[config.mk]
export PLATFORM = sky130hd
export DESIGN_NAME = vid_timing_gen
export DESIGN_NICKNAME = d
export VERILOG_FILES = /design/src/rtl/vtg_pkg.sv /design/src/rtl/vtg_line_clk.sv /design/src/rtl/vtg_frame_seq.sv /design/src/rtl/vtg_field.sv /design/src/rtl/vid_timing_gen.sv
export SDC_FILE = /design/constraint.sdc
export NUM_CORES = 1
export LEC_CHECK = 0
export ABC_AREA = 1
export ABC_CLOCK_PERIOD_IN_PS = 2300
export BUFFER_PORTS_ARGS = -buffer_cell sky130_fd_sc_hd__buf_4
export CORE_MARGIN = 2
export CORE_UTILIZATION = 30
export DETAILED_ROUTE_END_ITERATION = 12
export PLACE_DENSITY = 0.47
export SLEW_MARGIN = 15
export SYNTH_ARGS = -nofsm -noshare
export SYNTH_HDL_FRONTEND = slang
export SYNTH_SLANG_ARGS = --single-unit
[constraint.sdc]
create_clock -name clk -period 2.3 [get_ports clk]
set_input_delay 0.115 -clock clk [delete_from_list [all_inputs] [get_ports clk]]
set_output_delay 0.115 -clock clk [all_outputs]
set_load 0.01 [all_outputs]
[src/rtl/vtg_pkg.sv]
// Package: shared definitions for the video timing generator.
// Assumes: used by every module of the vid_timing_gen block.
package vtg_pkg;
    typedef enum logic {
        VSTD_60HZ = 1'b0,
        VSTD_50HZ = 1'b1
    } vstd_e;

    // Larger of two unsigned values, used to size the counters.
    function automatic int unsigned vmax(input int unsigned a, input int unsigned b);
        return (a > b) ? a : b;
    endfunction
endpackage

[src/rtl/vtg_line_clk.sv]
// Module: counts system clocks within one scan line and flags the last clock.
// Assumes: both clocks-per-line values are at least 2 and fit in CNT_W bits.
module vtg_line_clk
    import vtg_pkg::*;
#(
    parameter int unsigned CPL_60 = 2146,
    parameter int unsigned CPL_50 = 2157,
    parameter int unsigned CNT_W  = 12
) (
    input  logic clk,
    input  logic rst_n,
    input  logic pal_sel,
    output logic line_end
);
    localparam logic [CNT_W-1:0] LAST_60 = CNT_W'(CPL_60 - 1);
    localparam logic [CNT_W-1:0] LAST_50 = CNT_W'(CPL_50 - 1);

    logic [CNT_W-1:0] clk_cnt;
    logic [CNT_W-1:0] last_sel;

    // Pick the terminal count of the current standard.
    always_comb begin
        last_sel = (vstd_e'(pal_sel) == VSTD_50HZ) ? LAST_50 : LAST_60;
        line_end = (clk_cnt >= last_sel);
    end

    // Advance the in-line clock count, restarting at each line end.
    always_ff @(posedge clk) begin
        if (!rst_n)        clk_cnt <= '0;
        else if (line_end) clk_cnt <= '0;
        else               clk_cnt <= clk_cnt + 1'b1;
    end

    // the count never passes the longer line length.
    a_r2_cnt_bound: assert property (@(posedge clk) disable iff (!rst_n)
        clk_cnt <= CNT_W'(vmax(CPL_60, CPL_50) - 1));
endmodule

[src/rtl/vtg_frame_seq.sv]
// Module: counts lines into frames; drives vblank, its interrupt, line and
// frame strobes, the line-control bit and the frame counter.
// Assumes: VBL_LINE lies below both line totals; line_end is one cycle wide.
module vtg_frame_seq
    import vtg_pkg::*;
#(
    parameter int unsigned LINES_60 = 263,
    parameter int unsigned LINES_50 = 314,
    parameter int unsigned VBL_LINE = 240,
    parameter int unsigned LINE_W   = 9,
    parameter int unsigned FRAME_W  = 16
) (
    input  logic               clk,
    input  logic               rst_n,
    input  logic               pal_sel,
    input  logic               line_end,
    output logic               wrap,
    output logic [LINE_W-1:0]  line_num,
    output logic [FRAME_W-1:0] frame_cnt,
    output logic               vblank,
    output logic               vblank_irq,
    output logic               hblank_stb,
    output logic               frame_stb,
    output logic               line_ctl
);
    localparam logic [LINE_W-1:0] TOT_60 = LINE_W'(LINES_60);
    localparam logic [LINE_W-1:0] TOT_50 = LINE_W'(LINES_50);
    localparam logic [LINE_W-1:0] VBL    = LINE_W'(VBL_LINE);

    logic [LINE_W-1:0] next_line;
    logic [LINE_W-1:0] total;

    // Decide whether the line ending now closes the frame.
    always_comb begin
        total     = (vstd_e'(pal_sel) == VSTD_50HZ) ? TOT_50 : TOT_60;
        next_line = line_num + 1'b1;
        wrap      = line_end && (next_line >= total);
    end

    // Step the line count and raise the per-line and per-frame events.
    always_ff @(posedge clk) begin
        if (!rst_n) begin
            line_num   <= '0;
            frame_cnt  <= '0;
            vblank     <= 1'b0;
            vblank_irq <= 1'b0;
            hblank_stb <= 1'b0;
            frame_stb  <= 1'b0;
            line_ctl   <= 1'b1;
        end else begin
            hblank_stb <= line_end;
            vblank_irq <= 1'b0;
            frame_stb  <= 1'b0;
            if (wrap) begin
                line_num  <= '0;
                frame_cnt <= frame_cnt + 1'b1;
                frame_stb <= 1'b1;
                vblank    <= 1'b0;
                line_ctl  <= 1'b1;
            end else if (line_end) begin
                line_num <= next_line;
                if (next_line == VBL) begin
                    vblank     <= 1'b1;
                    vblank_irq <= 1'b1;
                    line_ctl   <= 1'b0;
                end
            end
        end
    end

    // the interrupt never lasts two cycles.
    a_r6_irq_single: assert property (@(posedge clk) disable iff (!rst_n)
        vblank_irq |=> !vblank_irq);
    // vblank only starts on the vblank line.
    a_r5_vblank_start: assert property (@(posedge clk) disable iff (!rst_n)
        $rose(vblank) |-> (line_num == VBL));
    // the frame strobe only appears on line 0.
    a_r8_frame_line0: assert property (@(posedge clk) disable iff (!rst_n)
        frame_stb |-> (line_num == '0));
    // a line strobe is never followed by another.
    a_r4_hblank_single: assert property (@(posedge clk) disable iff (!rst_n)
        hblank_stb |=> !hblank_stb);
    // the line number stays below the larger total.
    a_r3_line_bound: assert property (@(posedge clk) disable iff (!rst_n)
        line_num < LINE_W'(vmax(LINES_60, LINES_50)));
endmodule

[src/rtl/vtg_field.sv]
// Module: updates the interlace field bit and the odd-field status bit at
// each frame wrap.
// Assumes: wrap is high in the cycle before the frame counter advances, and
// new_par is the parity the counter is about to take.
module vtg_field (
    input  logic       clk,
    input  logic       rst_n,
    input  logic       wrap,
    input  logic       new_par,
    input  logic [1:0] ilace_en,
    output logic       field,
    output logic       stat_odd
);
    logic new_field;

    // Field follows parity only when both interlace bits are set.
    always_comb new_field = (ilace_en == 2'b11) && new_par;

    // Latch the field and fold it into the odd bit at each wrap.
    always_ff @(posedge clk) begin
        if (!rst_n) begin
            field    <= 1'b0;
            stat_odd <= 1'b0;
        end else if (wrap) begin
            field    <= new_field;
            stat_odd <= stat_odd ^ new_field;
        end
    end

    // the field holds between wraps.
    a_r9_field_hold: assert property (@(posedge clk) disable iff (!rst_n)
        !wrap |=> $stable(field));
    // the odd bit only moves when the field just became 1.
    a_r10_odd_needs_field: assert property (@(posedge clk) disable iff (!rst_n)
        (stat_odd != $past(stat_odd)) |-> field);
endmodule

[src/rtl/vid_timing_gen.sv]
// Module: top of the video line and field timing generator.
// Assumes: synchronous active-low reset; pal_sel and ilace_en are
// synchronous to clk.
module vid_timing_gen
    import vtg_pkg::*;
#(
    parameter int unsigned CLK_PER_LINE_NTSC = 2146,
    parameter int unsigned CLK_PER_LINE_PAL  = 2157,
    parameter int unsigned LINES_NTSC        = 263,
    parameter int unsigned LINES_PAL         = 314,
    parameter int unsigned VBL_LINE          = 240,
    parameter int unsigned FRAME_W           = 16,
    localparam int unsigned CNT_W  = $clog2(vmax(CLK_PER_LINE_NTSC, CLK_PER_LINE_PAL)),
    localparam int unsigned LINE_W = $clog2(vmax(LINES_NTSC, LINES_PAL) + 1)
) (
    input  logic               clk,
    input  logic               rst_n,
    input  logic               pal_sel,
    input  logic [1:0]         ilace_en,
    output logic [LINE_W-1:0]  line_num,
    output logic [FRAME_W-1:0] frame_cnt,
    output logic               field,
    output logic               stat_odd,
    output logic               line_ctl,
    output logic               vblank,
    output logic               vblank_irq,
    output logic               hblank_stb,
    output logic               frame_stb
);
    logic line_end;
    logic wrap;

    vtg_line_clk #(
        .CPL_60(CLK_PER_LINE_NTSC),
        .CPL_50(CLK_PER_LINE_PAL),
        .CNT_W (CNT_W)
    ) u_line_clk (
        .clk     (clk),
        .rst_n   (rst_n),
        .pal_sel (pal_sel),
        .line_end(line_end)
    );

    vtg_frame_seq #(
        .LINES_60(LINES_NTSC),
        .LINES_50(LINES_PAL),
        .VBL_LINE(VBL_LINE),
        .LINE_W  (LINE_W),
        .FRAME_W (FRAME_W)
    ) u_frame_seq (
        .clk       (clk),
        .rst_n     (rst_n),
        .pal_sel   (pal_sel),
        .line_end  (line_end),
        .wrap      (wrap),
        .line_num  (line_num),
        .frame_cnt (frame_cnt),
        .vblank    (vblank),
        .vblank_irq(vblank_irq),
        .hblank_stb(hblank_stb),
        .frame_stb (frame_stb),
        .line_ctl  (line_ctl)
    );

    vtg_field u_field (
        .clk     (clk),
        .rst_n   (rst_n),
        .wrap    (wrap),
        .new_par (~frame_cnt[0]),
        .ilace_en(ilace_en),
        .field   (field),
        .stat_odd(stat_odd)
    );

    // the line-control bit is low exactly while in vertical blank.
    a_r7_lctl_vblank: assert property (@(posedge clk) disable iff (!rst_n)
        line_ctl == !vblank);
endmodule

After elaboration in Yosys (flattened, before gate mapping)
Cells that the tools add are included.
Widths: inputs -> output; s select.
- add/subtract/negate cells: 3
- multiply operators: 0
- divide/modulo/power cells: 0
- magnitude comparators: 2
- eq/ne operators: 2
- shifts and indexed selects: 0
- multiplexer cells: 4
- bitwise logic cells: 4
- reductions and logical operators: 6
- operators with widths (operator ; number):
    $add 16x1->16 const B ; 1
    $add 12x1->12 const B ; 1
    $ge 12x12->1 ; 1
    $add 9x1->9 const B ; 1
    $eq 9x8->1 const B ; 1
    $ge 9x9->1 ; 1
    $mux 6 ; 1
    $mux 4 ; 1
    $reduce_or 2->1 ; 2
    $not 1->1 ; 3
    $reduce_or 3->1 ; 1
    $eq 2x2->1 const B ; 1
    $logic_and 1x1->1 ; 2
    $mux 1 ; 2
    $reduce_and 2->1 ; 1
    $xor 1x1->1 ; 1
- flip-flop bits (word level): 44
- latch bits: 0
- memory bits (writable): 0
- ROM bits: 0
- bits of input ports: 5
- output and inout bits: 32
- memories: 0

Longest topological paths before layout
- depth after elaboration: 4
- mapped depth: 17
- gate-level depth less buffers: 17

Modules after synthesis
A second synthesis with hierarchy kept.
- cell total of the unflattened synthesis: 360
- area total of the unflattened synthesis: 2577.5 µm²
- modules (own cells, without submodules) (module ; instances ; cells each ; area an instance (µm²) ; sequential area each (µm²)):
    vtg_frame_seq ; 1 ; 247 ; 1740.4 ; 600.6
    vtg_line_clk ; 1 ; 100 ; 739.5 ; 240.2
    vtg_field ; 1 ; 12 ; 93.8 ; 40.0
    vid_timing_gen ; 1 ; 1 ; 3.8 ; 0.0

Worst setup path after synthesis
Ideal clock, no wire load.
- path type: register to register
- start: reg u_frame_seq.line_num[0]
- end: reg u_frame_seq.frame_cnt[11]
- library setup time: 0.070 ns
- arrival time: 2.029 ns
- required time: 2.230 ns
- path slack: 0.201 ns
- cell stages (with the launch flop): 17
- path buffers: 1
- clock period less this slack: 2.099 ns
- cell sequence: dfxtp_1 ha_1 nand2_1 inv_2 nor2_1 ha_1 nand2_1 nor2_1 nor2_1 nand2_1 nand2_1 nand2_1 nand2_1 nand2_4 buf_2 nand3_1 a21oi_1
- word-level cells in the longest chain between the ends: 3
- RTL lines (element ; line ; source):
    from (decl) ; vtg_frame_seq.sv:18 ; output logic [LINE_W-1:0] line_num,
    from (signal assigned) ; vtg_frame_seq.sv:61 ; line_num <= next_line;
    $add 9x1->9 ; vtg_frame_seq.sv:36 ; next_line = line_num + 1'b1;
    net u_frame_seq.next_line[2] ; vtg_frame_seq.sv:30 ; logic [LINE_W-1:0] next_line;
    $ge 9x9->1 ; vtg_frame_seq.sv:37 ; wrap = line_end && (next_line >= total);
    $logic_and 1x1->1 ; vtg_frame_seq.sv:37 ;
    to (signal assigned) ; vtg_frame_seq.sv:56 ; frame_cnt <= frame_cnt + 1'b1;
    to (decl) ; vtg_frame_seq.sv:19 ; output logic [FRAME_W-1:0] frame_cnt,
The timed path passes the listed nets, and every way through them passes these cells.
A chain may end at the register's enable or synchronous reset.

Worst setup path after layout
- start: reg u_frame_seq.line_num[0]
- end: reg u_frame_seq.frame_cnt[9]
The elaborated chain is that of the path after synthesis.

==> out/results.ini <==
[route]
first_pass_iters = 4
wl_per_cell_um = 12.2
drc_errors = 0
detail-route-antenna-nets = 0
drtIter0Drc = 58
vias = 2271
viasPerCell = 4.53
drt-total-wl_um = 6100

[clocking]
clock_path_buffers = 2
postCtsHoldBufs = 0
cts_max_level = 2
cts_tree = yes
worstSkewPairLatency_ns = 0.30
numCtsBuffers = 5
cts_root_buf = clkbuf_8
clk_pin_slew_worst_paths_ns = 0.09
clock-sinks = 44

[final_layout]
instances_no_fill = 501
fin_nets = 412
layout_common_cells = 80 x nand2_1, 48 x buf_4, 41 x dfxtp_1
final_common_cell = nand2_1
drive_above_1_share = 0.240
nFillCells = 897
n_antenna_cell = 0
syn_to_final_growth_pct = 21.8

[worst_setup_path]
r2r_end = u_frame_seq.frame_cnt[9]$_SDFFE_PN0P_
worstSetupStartpointType = flop
rr_worst_depth = 15
critPathMaxFanout = 5
cp.arrival_ns = 2.33
required_ns = 2.52
r2r_slack_ns = 0.19
timing.rr.start = u_frame_seq.line_num[0]$_SDFFE_PP0P_
end_kind = flop
endpoint = u_frame_seq.frame_cnt[9]$_SDFFE_PN0P_
worstSetupPathType = reg -> reg
crit_start = u_frame_seq.line_num[0]$_SDFFE_PP0P_

[worst_hold_path]
min_path_cells = 3
worstHoldPathType = in -> reg

[logic_synthesis]
yosys.area.top_type = dfxtp_1
synthDistinctLibCells = 32
synth.net_count = 364
yosysSeqAreaShare = 0.344
synth_cells = 347
synth_top_area_share = 0.344
synth_area_leaders = dfxtp_1 34%, nand2_1 12%, xor2_1 6.5%
ys_ff_latch = 44
ys_warn_count = 0
postSynthAreaPerCell_um2 = 7.38
synth_area_um2 = 2560

[sta]
hold_viol = 0
fin_skew_ns = 0.00593
slew_violations = 0
period_minus_slack_ns = 2.11
fmax_mhz = 475
setup_viol = 0
layout_setup_ws_ns = 0.194
worst_pin_slew_ns = 0.604
period_share = 0.915
slew_headroom = 0.597

[power]
leakagePower_uw = 0.00128
irDropWorstVdd_mv = 0.227
p_per_area_nw_per_um2 = 428

[floorplanning]
pin_count = 37
dieArea_um2 = 9290
core_region_area_um2 = 8260
start_util = 0.310
row_count = 33
die_x_um = 96.4
die_height_um = 96.4

[grt]
grt_pass1_wl_um = 10300
overflow = 0
grt_pass1_vias = 2147
grt_start_max_net_pins = 17
antenna_found_initial = 0
grt_usage = 0.142

[status]
status = finished, final reports clean

[placed_design]
dp.cells = 492
dp_slack_ns = -0.0136
dp_hpwl_um = 4610
port_buffers = 36
finalWeightedCongestion = 0.804

[flow_run]
cap_violations = 0

state kept, by name, summed over array words and instances (netlist names):
signal / count
u_frame_seq.frame_cnt: 16
u_line_clk.clk_cnt: 12
u_frame_seq.line_num: 9
u_field.field: 1
u_field.stat_odd: 1
u_frame_seq.frame_stb: 1
u_frame_seq.hblank_stb: 1
u_frame_seq.line_ctl: 1
u_frame_seq.vblank: 1
u_frame_seq.vblank_irq: 1
Yosys cell counts, drive strengths merged:
cell / instances
a21oi: 25
and2: 1
and2b: 1
buf: 6
clkbuf: 1
clkinv: 1
dfxtp: 44
ha: 12
inv: 35
nand2: 89
nand3: 31
nand3b: 3
nand4: 14
nor2: 44
nor3: 9
nor3b: 1
nor4: 2
o21ai: 4
xnor2: 5
xor2: 19
repair_timing:
action	CTS	global route
pin swaps	0	2
resized for setup	2	6
setup endpoints to repair	12	30
buffers inserted	0	1
endpoints found under the hold margin	0	0
per-stage QoR:
stage	power (µW)	utilization	setup TNS (ns)	hold slack, ns	area, µm²
after floorplan	822	-	0	0.213	2560
after global placement	838	0.362	0	0.379	2990
after detailed placement	839	0.362	-0.0190	0.383	2990
after CTS	1360	0.375	0	0.0791	3090
after global routing	1410	0.378	-0.0106	0.111	3120
final	1330	0.378	0	0.105	3120
critical path: stages, from the launching register on:
cell	delay, ns
dfxtp_2	0.35
ha_1	0.22
nor2_1	0.15
nor2_2	0.07
ha_1	0.29
nand2_1	0.05
nor2_1	0.09
nor2_1	0.04
nand2_1	0.05
nand2_1	0.04
nand2_1	0.05
nand2_1	0.08
nand2_4	0.14
buf_4	0.15
nand3_1	0.09
a21oi_1	0.16
metal layers:
metal / track usage / vias to the layer above / wire (µm)
met5: 0 / - / 0
met4: 0.0317 / 0 / 40
met3: 0.0272 / 2 / 184
met2: 0.220 / 31 / 2720
met1: 0.203 / 1018 / 3150
li1: - / 1220 / -
cell families (layout without fill, tap and decap cells):
| logic type | count (synthesis) | count (layout) | share of synthesized area |
|---|---|---|---|
| flops | 44 | 44 | 0.344 |
| fa+ha+maj | 12 | 12 | 0.0586 |
| compound gates | 29 | 29 | 0.0699 |
| buf+inv | 43 | 92 | 0.0762 |
| xor+xnor | 24 | 24 | 0.0821 |
| simple gates | 195 | 195 | 0.369 |
power breakdown:
part           internal (µW)  switching [µW]  total [µW]
sequential               765            4.34         770
clock                    216             296         512
combinational           19.0            33.3        52.3
total                   1000             334        1330
worst min-delay path by stage:
stage / from / to / slack [ns]
floorplan: rst_n / u_frame_seq.hblank_stb$_SDFF_PN0_ / 0.21
global placement: rst_n / u_frame_seq.hblank_stb$_SDFF_PN0_ / 0.38
detailed placement: rst_n / u_frame_seq.hblank_stb$_SDFF_PN0_ / 0.38
CTS: rst_n / u_frame_seq.hblank_stb$_SDFF_PN0_ / 0.08
global route: rst_n / u_frame_seq.hblank_stb$_SDFF_PN0_ / 0.11
finish: rst_n / u_frame_seq.hblank_stb$_SDFF_PN0_ / 0.11
final cells by class:
cell class	count	area, µm²	share of cell area
multi-input cells	260	1510	0.484
repair buffers	48	360	0.116
clock inverters	3	23.8	0.00762
flip-flops and latches	44	885	0.284
well taps	105	131	0.0421
inverters	36	140	0.0449
clock buffers	5	68.8	0.0221
Note: power is estimated with default switching activity, not from simulation.
